$ cat src/rtl/term_cal_pkg.sv
package term_cal_pkg;
  typedef enum logic [2:0] {
    ST_IDLE,
    ST_PREP,   // clear low, global enable high
    ST_CAL,
    ST_TAIL,   // global enable held one cycle after last window
    ST_GAP,    // global enable low before transfer
    ST_XFER,
    ST_XGAP,
    ST_DRAIN   // wait for update pulses
  } seq_st_e;
endpackage

$ cat src/rtl/term_cal_pick.sv
module term_cal_pick #(
  parameter int unsigned N_ENG = 4,
  localparam int unsigned EW = (N_ENG > 1) ? $clog2(N_ENG) : 1
) (
  input  logic [N_ENG-1:0] mask_i,
  output logic [EW-1:0]    idx_o
);
  // lowest set bit wins
  always_comb begin
    idx_o = '0;
    for (int i = N_ENG - 1; i >= 0; i--) begin
      if (mask_i[i]) idx_o = EW'(i);
    end
  end
endmodule

$ cat src/rtl/term_cal_upd.sv
module term_cal_upd #(
  parameter int unsigned UPD_CYCLES = 3,
  localparam int unsigned UW = $clog2(UPD_CYCLES + 1)
) (
  input  logic clk_i,
  input  logic rst_ni,
  input  logic load_i,
  output logic upd_o,
  output logic hold_o
);
  localparam logic [UW-1:0] UPD_LOAD = UW'(UPD_CYCLES);

  logic [UW-1:0] cnt_q;

  always_ff @(posedge clk_i or negedge rst_ni) begin
    if (!rst_ni)           cnt_q <= '0;
    else if (load_i)       cnt_q <= UPD_LOAD;
    else if (cnt_q != '0)  cnt_q <= cnt_q - 1'b1;
  end

  assign upd_o  = (cnt_q != '0);
  assign hold_o = (cnt_q > UW'(1));
endmodule

$ cat src/rtl/term_cal_fsm.sv
module term_cal_fsm
  import term_cal_pkg::*;
#(
  parameter int unsigned N_ENG      = 4,
  parameter int unsigned CAL_CYCLES = 1000,
  parameter int unsigned CODE_BITS  = 28,
  localparam int unsigned EW = (N_ENG > 1) ? $clog2(N_ENG) : 1,
  localparam int unsigned CMAX = (CAL_CYCLES > CODE_BITS) ? CAL_CYCLES : CODE_BITS,
  localparam int unsigned CW = $clog2(CMAX + 1)
) (
  input  logic             clk_i,
  input  logic             rst_ni,
  input  logic             start_i,
  input  logic [N_ENG-1:0] sel_i,
  input  logic             hold_i,
  output logic             cal_en_o,
  output logic             clr_no,
  output logic [N_ENG-1:0] ser_en_o,
  output logic             busy_o,
  output logic             done_o,
  output logic             xfer_end_o,
  output logic [EW-1:0]    eng_o
);
  localparam logic [CW-1:0] CAL_LAST  = CW'(CAL_CYCLES - 1);
  localparam logic [CW-1:0] CODE_LAST = CW'(CODE_BITS - 1);

  seq_st_e          st_q, st_d;
  logic [CW-1:0]    cnt_q, cnt_d;
  logic [EW-1:0]    eng_q, eng_d;
  logic [N_ENG-1:0] sel_q, sel_d;
  logic [N_ENG-1:0] pend_q, pend_d;
  logic [N_ENG-1:0] pick_src;
  logic [EW-1:0]    pick_idx;
  logic [N_ENG-1:0] pick_oh;

  always_comb begin
    unique case (st_q)
      ST_IDLE: pick_src = sel_i;
      ST_GAP:  pick_src = sel_q;
      default: pick_src = pend_q;
    endcase
  end

  term_cal_pick #(.N_ENG(N_ENG)) i_pick (
    .mask_i (pick_src),
    .idx_o  (pick_idx)
  );

  assign pick_oh = N_ENG'(1) << pick_idx;

  assign xfer_end_o = (st_q == ST_XFER) && (cnt_q == CODE_LAST);

  always_comb begin
    st_d   = st_q;
    cnt_d  = cnt_q;
    eng_d  = eng_q;
    sel_d  = sel_q;
    pend_d = pend_q;
    unique case (st_q)
      ST_IDLE: begin
        if (start_i && (sel_i != '0)) begin
          sel_d  = sel_i;
          eng_d  = pick_idx;
          pend_d = sel_i & ~pick_oh;
          st_d   = ST_PREP;
        end
      end
      ST_PREP: begin
        cnt_d = '0;
        st_d  = ST_CAL;
      end
      ST_CAL: begin
        cnt_d = cnt_q + 1'b1;
        if (cnt_q == CAL_LAST) begin
          if (pend_q != '0) begin
            eng_d  = pick_idx;
            pend_d = pend_q & ~pick_oh;
            st_d   = ST_PREP;
          end else begin
            st_d = ST_TAIL;
          end
        end
      end
      ST_TAIL: st_d = ST_GAP;
      ST_GAP: begin
        eng_d  = pick_idx;
        pend_d = sel_q & ~pick_oh;
        cnt_d  = '0;
        st_d   = ST_XFER;
      end
      ST_XFER: begin
        cnt_d = cnt_q + 1'b1;
        if (cnt_q == CODE_LAST) st_d = (pend_q != '0) ? ST_XGAP : ST_DRAIN;
      end
      ST_XGAP: begin
        eng_d  = pick_idx;
        pend_d = pend_q & ~pick_oh;
        cnt_d  = '0;
        st_d   = ST_XFER;
      end
      ST_DRAIN: begin
        if (!hold_i) st_d = ST_IDLE;
      end
      default: st_d = ST_IDLE;
    endcase
  end

  always_ff @(posedge clk_i or negedge rst_ni) begin
    if (!rst_ni) begin
      st_q     <= ST_IDLE;
      cnt_q    <= '0;
      eng_q    <= '0;
      sel_q    <= '0;
      pend_q   <= '0;
      cal_en_o <= 1'b0;
      clr_no   <= 1'b1;
      ser_en_o <= '0;
      busy_o   <= 1'b0;
      done_o   <= 1'b0;
    end else begin
      st_q     <= st_d;
      cnt_q    <= cnt_d;
      eng_q    <= eng_d;
      sel_q    <= sel_d;
      pend_q   <= pend_d;
      cal_en_o <= (st_d == ST_PREP) || (st_d == ST_CAL) || (st_d == ST_TAIL);
      clr_no   <= (st_d != ST_PREP);
      ser_en_o <= ((st_d == ST_CAL) || (st_d == ST_XFER)) ? (N_ENG'(1) << eng_d) : '0;
      busy_o   <= (st_d != ST_IDLE);
      done_o   <= (st_q == ST_DRAIN) && (st_d == ST_IDLE);
    end
  end

  assign eng_o = eng_q;
endmodule

$ cat src/rtl/term_cal_seq.sv
module term_cal_seq #(
  parameter int unsigned N_ENG      = 4,
  parameter int unsigned N_BANK     = 6,
  parameter int unsigned CAL_CYCLES = 1000,
  parameter int unsigned CODE_BITS  = 28,
  parameter int unsigned UPD_CYCLES = 3,
  // 8 bits per bank: engine index serving that bank
  parameter logic [N_BANK*8-1:0] BANK_MAP = 48'h03_03_02_01_00_00
) (
  input  logic              clk_i,
  input  logic              rst_ni,
  input  logic              start_i,
  input  logic [N_ENG-1:0]  eng_sel_i,
  output logic              cal_en_o,
  output logic              clr_no,
  output logic [N_ENG-1:0]  ser_en_o,
  output logic [N_BANK-1:0] upd_en_o,
  output logic              busy_o,
  output logic              done_o
);
  localparam int unsigned EW = (N_ENG > 1) ? $clog2(N_ENG) : 1;

  logic              xfer_end;
  logic [EW-1:0]     eng;
  logic [N_BANK-1:0] hold;

  term_cal_fsm #(
    .N_ENG      (N_ENG),
    .CAL_CYCLES (CAL_CYCLES),
    .CODE_BITS  (CODE_BITS)
  ) i_fsm (
    .clk_i      (clk_i),
    .rst_ni     (rst_ni),
    .start_i    (start_i),
    .sel_i      (eng_sel_i),
    .hold_i     (|hold),
    .cal_en_o   (cal_en_o),
    .clr_no     (clr_no),
    .ser_en_o   (ser_en_o),
    .busy_o     (busy_o),
    .done_o     (done_o),
    .xfer_end_o (xfer_end),
    .eng_o      (eng)
  );

  for (genvar b = 0; b < N_BANK; b++) begin : g_bank
    logic load;
    assign load = xfer_end && (8'(eng) == BANK_MAP[b*8 +: 8]);
    term_cal_upd #(.UPD_CYCLES(UPD_CYCLES)) i_upd (
      .clk_i  (clk_i),
      .rst_ni (rst_ni),
      .load_i (load),
      .upd_o  (upd_en_o[b]),
      .hold_o (hold[b])
    );
  end
endmodule

$ cat config.mk
export PLATFORM = sky130hd
export DESIGN_NAME = term_cal_seq
export DESIGN_NICKNAME = d
export VERILOG_FILES = /design/src/rtl/term_cal_pkg.sv /design/src/rtl/term_cal_pick.sv /design/src/rtl/term_cal_upd.sv /design/src/rtl/term_cal_fsm.sv /design/src/rtl/term_cal_seq.sv
export SDC_FILE = /design/constraint.sdc
export NUM_CORES = 1
export LEC_CHECK = 0
export BUFFER_PORTS_ARGS = -buffer_cell sky130_fd_sc_hd__buf_2
export CAP_MARGIN = 20
export CORE_MARGIN = 1
export CORE_UTILIZATION = 59
export DETAILED_ROUTE_END_ITERATION = 6
export HOLD_SLACK_MARGIN = 0.03
export PLACE_DENSITY_LB_ADDON = 0.1
export SETUP_SLACK_MARGIN = 0.1
export SYNTH_ARGS = -nofsm -noshare
export SYNTH_HDL_FRONTEND = slang
export SYNTH_SLANG_ARGS = --single-unit
$ cat constraint.sdc
create_clock -name clk_i -period 2.37 [get_ports clk_i]
set_input_delay 0.237 -clock clk_i [delete_from_list [all_inputs] [get_ports clk_i]]
set_output_delay 0.237 -clock clk_i [all_outputs]
set_load 0.02 [all_outputs]
# --- Word-level counts from Yosys, hierarchy flattened ---
# Cells that the tools add are included.
op_classes:
  order_cmp: 6
  shift: 2
  n_addsub: 7
  n_mux: 34
  n_eq_ne: 20
  n_reduce_logical: 36
  bitwise_logic: 4
ops:
  columns: ["op", "count"]
  rows:
  - ["$mux 2", 20]
  - ["$reduce_bool 2->1", 13]
  - ["$pmux 3 s7", 1]
  - ["$pmux 10 s2", 1]
  - ["$mux 4", 4]
  - ["$pmux 4 s4", 1]
  - ["$eq 3x3->1 const B", 5]
  - ["$and 4x4->4", 3]
  - ["$eq 3x2->1 const B", 4]
  - ["$gt 2x1->1 const B", 6]
  - ["$mux 3", 4]
  - ["$reduce_bool 4->1", 3]
  - ["$sub 2x1->2 const B", 6]
  - ["$add 10x1->10 const B", 1]
  - ["$eq 10x10->1 const B", 1]
  - ["$eq 10x5->1 const B", 1]
  - ["$pmux 4 s2", 1]
  - ["$shl 1x2->4 const A", 2]
  - ["$logic_and 1x1->1", 7]
  - ["$eq 3x1->1 const B", 2]
  - ["$logic_not 3->1", 2]
  - ["$ne 2x1->1 const B", 3]
  - ["$pmux 2 s3", 1]
  - ["$reduce_or 6->1", 1]
  - ["12 further kinds", 16]
word_totals:
  output_inout_bits: 14
  word_cells: 125
  register_bits: 43
  in_bits: 7

# --- Depth between registers and ports, before layout ---
logic_depth:
  ltp_word: 12
  depth_mapped: 8
  mapped_depth_nobuf: 7

# --- Cells and area by module ---
# Synthesis repeated with hierarchy kept, for this count alone.
hier_totals:
  cells_unflattened: 286
  hier_area_um2: 2638.8
modules_own_cells:
  columns: ["module", "n_inst", "cells_each", "area_per_inst_um2", "seq_area_each_um2"]
  rows:
  - ["term_cal_fsm", 1, 195, 1816.7, 777.0]
  - ["term_cal_upd", 6, 13, 125.1, 50.0]
  - ["term_cal_seq", 1, 8, 43.8, 0.0]
  - ["term_cal_pick", 1, 5, 27.5, 0.0]

# --- Worst setup path before layout ---
# No wires, ideal clock.
synth_path:
  path_kind: "register to register"
  startpoint: "register i_fsm.cnt_q[0]"
  endpoint: "register i_fsm.busy_o"
  required_ns: 2.239
  slack_ns: 0.530
  t_arrival_ns: 1.709
  path_stages_with_launch: 8
  setup_ns: 0.131
  path_buffers: 0
  period_less_slack_ns: 1.840
  path_cell_list: "dfrtp_1 > ha_1 > nand4b_1 > nor4_2 > or2_1 > and3_1 > inv_2 > or3_1"
synth_between:
  elab_chain_cells: 4
  word_cells_on_any_way: 6
  cone_classes: "eq/ne: 2; mux: 3; reduce/logical: 1"
synth_rtl:
  columns: ["item", "line_no", "text"]
  rows:
  - ["start, declared", "term_cal_fsm.sv:28", "logic [CW-1:0] cnt_q, cnt_d;"]
  - ["start signal, assigned", "term_cal_fsm.sv:122", "cnt_q <= cnt_d;"]
  - ["$eq 10x5->1 / $eq 10x10->1 (equally long branches)", "term_cal_fsm.sv:93, term_cal_fsm.sv:74", null]
  - ["$mux 3 (on tied branches)", "term_cal_fsm.sv:93, term_cal_fsm.sv:74", null]
  - ["$pmux 3 s7 *", "term_cal_fsm.sv:59", "unique case (st_q)"]
  - ["named net i_fsm.st_d[1]", "term_cal_fsm.sv:27", "seq_st_e st_q, st_d;"]
  - ["$reduce_bool 3->1 *", "term_cal_fsm.sv:129", "busy_o <= (st_d != ST_IDLE);"]
  - ["end signal, assigned", "term_cal_fsm.sv:129", null]
  - ["end, declared", "term_cal_fsm.sv:19", "output logic busy_o,"]
# Mark *: on every way through the listed nets, which the timed path passes. The rest lies on a longest branch.
# A chain may end at the register's enable or synchronous reset.

# --- Worst setup path in the final report ---
# Same ends and word-level chain as after synthesis.

==> metrics.md <==
| Metric | Value |
|---|---|
| H-tree levels | 2 |
| HPWL Detailed | 3255 um |
| Sequential-to-total area share from yosys stat | 43.14% |
| Lkg Pwr | roughly 0.0013 uW |
| Final Slew Violations | 0 |
| Post-CTS Setup Bufs | 0 |
| PD cells | 452.9 nW/um^2 |
| Element type at the critical path end | flop |
| Nets | 286 |
| Share of layout cells above drive strength 1 | 23.97% |
| Gpl congestion | 0.9295 |
| Sw Share | between 20% and 30% |
| Number of remaining DRC errors | 0 |
| Pin count of the biggest net entering global routing | 44 |
| CTS tree | done |
| Root buf cell | clkbuf_8 |
| Pint | 951.7 uW |
| Starting Density | 61.99% |
| Multi-input logic area | 1256 sq um |
| CP Launch Point | i_fsm.cnt_q[0] |
| Post-Synthesis Net Count | 268 |
| Via density | 5.811 |
| Most common cell after layout, fill and taps aside | dfrtp_1 |
| Max Root-Sink Buffers | 2 |
| Switch Pwr | between 200 and 300 uW |
| Mapped Cells | ~250 |
| Routed Antenna Nets | 0 |
| Final Skew | 0.006934 ns |
| Design Power | between 1000 and 1500 uW |
| Post-synth cell types | slightly below 60 |
| Reg-to-reg startpoint | i_fsm.cnt_q[0] |
| Logic pwr share | 2.6% |
| Flop pwr share | 60.6% |
| Final period util | 89.33% |
| Mapped cell area | 2497 sq um |
| CORE AREA | about 4000 sq um |
| Max-Cap Viols | 0 |
| Detailed Route Iter0 Violations | roughly 160 |
| CP max FO | 5 |
| R2R depth | 7 |
| P&R area growth vs syn | 7.916% |
| Final setup TNS | 0 ns |
| Num CTS Buffers | 5 |
| FF+latch area | 1079 sq um |
| Diode count | 0 |
| Reg2reg end | i_fsm.busy_o |
| Peak VDD IR | approximately 0.27 mV |
| Die area | 4497 sq um |
| Vias in the first global route | approximately 1.7k |
| Row count | 23 |
| Achievable frequency | about 470 MHz |
| Post-synth top flop | dfrtp_1 |
| Async SR Flop Fraction | 100.0% |
| Worst-Skew Late Latency | 0.30 ns |
| GR Overflow Total | 0 |
| Fillcell total | 330 |
| IO Port Bufs | 20 |
| Crit path kind | reg -> reg |
| Drt pass-1 iters | 4 |
| Final WL | 4548 um |
| Synthesized flop and latch total | 43 |
| Final setup violation count | 0 |
| IO Count | 21 |
| Die Height | 67.06 um |
| Clock sink count | between 40 and 50 |
| Die Wd | around 67 um |
| Clock power frac | 36.9% |
| Syn_area_per_cell | about 10 sq um |
| Antenna violations before repair | 0 |
| Crit start category | flop |
| Commonest cells after routing, fill and taps aside | dfrtp_1 (41), nand2_1 (25), buf_2 (20) |
| Min cycle time layout | 2.117 ns |
| Worst path arrival time | approximately 2.3 ns |
| First-pass GRT wire length | about 7700 um |
| Status | completed |
| Final-report hold violation count | 0 |
| Via count | about 1.8k |
| Final instance area | 2695 sq um |
| Ys Warns | 0 |
| RSZ-0062 raised after global routing | false |
| Reg clk slew, reported paths | around 0.08 ns |
| Worst Tran Pin Value | 0.9523 ns |
| CP Data Required Time | ~2.5 ns |
| Post-synth EDFFs | 0 |
| Placed inst area | roughly 2600 sq um |
| Tot GR Track Use | 23.05% |
| Hold Path Class | in -> async |
| Worst reg-to-reg setup slack | 0.25 ns |
| WL per Instance | 14.35 um |
| Slew margin rel. | a little over a third |
==> cell families (layout without fill, tap and decap cells) <==
kind of cell,after synthesis,in the layout,share of synthesized area [%]
buf+inv,36,55,6.864
compound gates,49,49,13.73
fa+ha+maj,13,13,6.513
flops,43,43,43.14
xor+xnor,8,8,2.806
simple gates,80,80,18.39
mux,19,19,8.567
==> stage by stage <==
stage	setup slack, ns	cells	hold WS [ns]	util [%]
6_report	0.2530	317	0.08832	66.89
5_1_grt	0.1224	317	0.1668	66.89
4_1_cts	0.1893	317	0.1137	66.68
3_5_place_dp	0.2292	309	0.4363	64.57
3_3_place_gp	0.2232	309	0.4289	64.57
2_1_floorplan	0.5300	248	-0.05859	-
==> repair_timing <==
item                                    CTS  global route
resized for setup                         0             2
hold buffers                              0             0
endpoints found under the setup margin    0             4
==> metal layers <==
metal,global-route usage [%],up-vias,routed length [um]
li1,-,901,-
met1,29.79,893,2190
met2,37.50,42,2120
met3,4.281,6,174
met4,9.309,0,63
met5,0,-,0
==> cells in the mapped netlist (2+ instances only) <==
master	n	share of area, %
nand3_1	6	1.2
mux2_1	2	0.90
clkbuf_1	2	0.30
o31ai_1	6	1.8
a21o_1	4	1.2
inv_2	5	0.75
nand3b_1	2	0.60
mux2_2	11	5.0
buf_4	7	2.1
ha_1	13	6.5
a31oi_1	2	0.50
a21oi_1	6	1.2
or3_1	2	0.50
nor2_1	9	1.4
or2_1	2	0.50
xor2_1	7	2.5
nor4_2	2	1.0
nor4_1	4	1.0
o21ai_0	15	3.0
mux2i_1	4	1.6
nand2_1	25	3.8
and2_1	2	0.50
buf_2	2	0.40
o22ai_1	3	0.75
nor3_1	4	0.80
and3_1	4	1.0
nand2b_1	6	1.5
a211oi_2	2	1.0
mux2i_2	2	1.1
dfrtp_1	42	42
inv_1	18	2.7
==> how the worst max path moves through the flow <==
stage	endpoint	slack, ns
after CTS	i_fsm.ser_en_o[0]	0.19
after floorplan	i_fsm.busy_o	0.53
after global placement	i_fsm.ser_en_o[0]	0.22
after global routing	i_fsm.ser_en_o[0]	0.12
after detailed placement	i_fsm.ser_en_o[0]	0.23
final	i_fsm.busy_o	0.25
==> power groups by stage <==
stage | Clock [uW] | Combinational [uW] | Sequential [uW]
floorplan | 0 | 7.75 | 753
global placement | 0 | 31.6 | 754
detailed placement | 0 | 32.2 | 754
CTS | 472 | 32.4 | 739
global route | 496 | 35.6 | 740
finish | 450 | 31.1 | 739
==> sequential cells by signal, summed over array words and instances (netlist names) <==
name / count
i_fsm.clr_no: 1
g_bank.i_upd.cnt_q: 12
i_fsm.done_o: 1
i_fsm.pend_q: 4
i_fsm.cal_en_o: 1
i_fsm.st_q: 3
i_fsm.busy_o: 1
i_fsm.ser_en_o: 4
i_fsm.sel_q: 4
i_fsm.eng_o: 2
i_fsm.cnt_q: 10
==> critical path, stage by stage, from the launching register on <==
cell and delay, ns:
dfrtp_1 0.40, ha_1 0.24, nand4b_1 0.16, nor4_2 0.41, or2_1 0.19, and3_1 0.20
inv_2 0.05, or3_1 0.34
==> layout make-up <==
class	instances	share of cell area, %
Multi-Input combinational cell	169	46.61
Sequential cell	43	40.02
Timing Repair Buffer	23	4.550
Inverter	24	3.343
Clock buffer	6	2.693
Tap cell	50	2.321
Clock inverter	2	0.4643
Note: power is estimated with default switching activity, not from simulation.
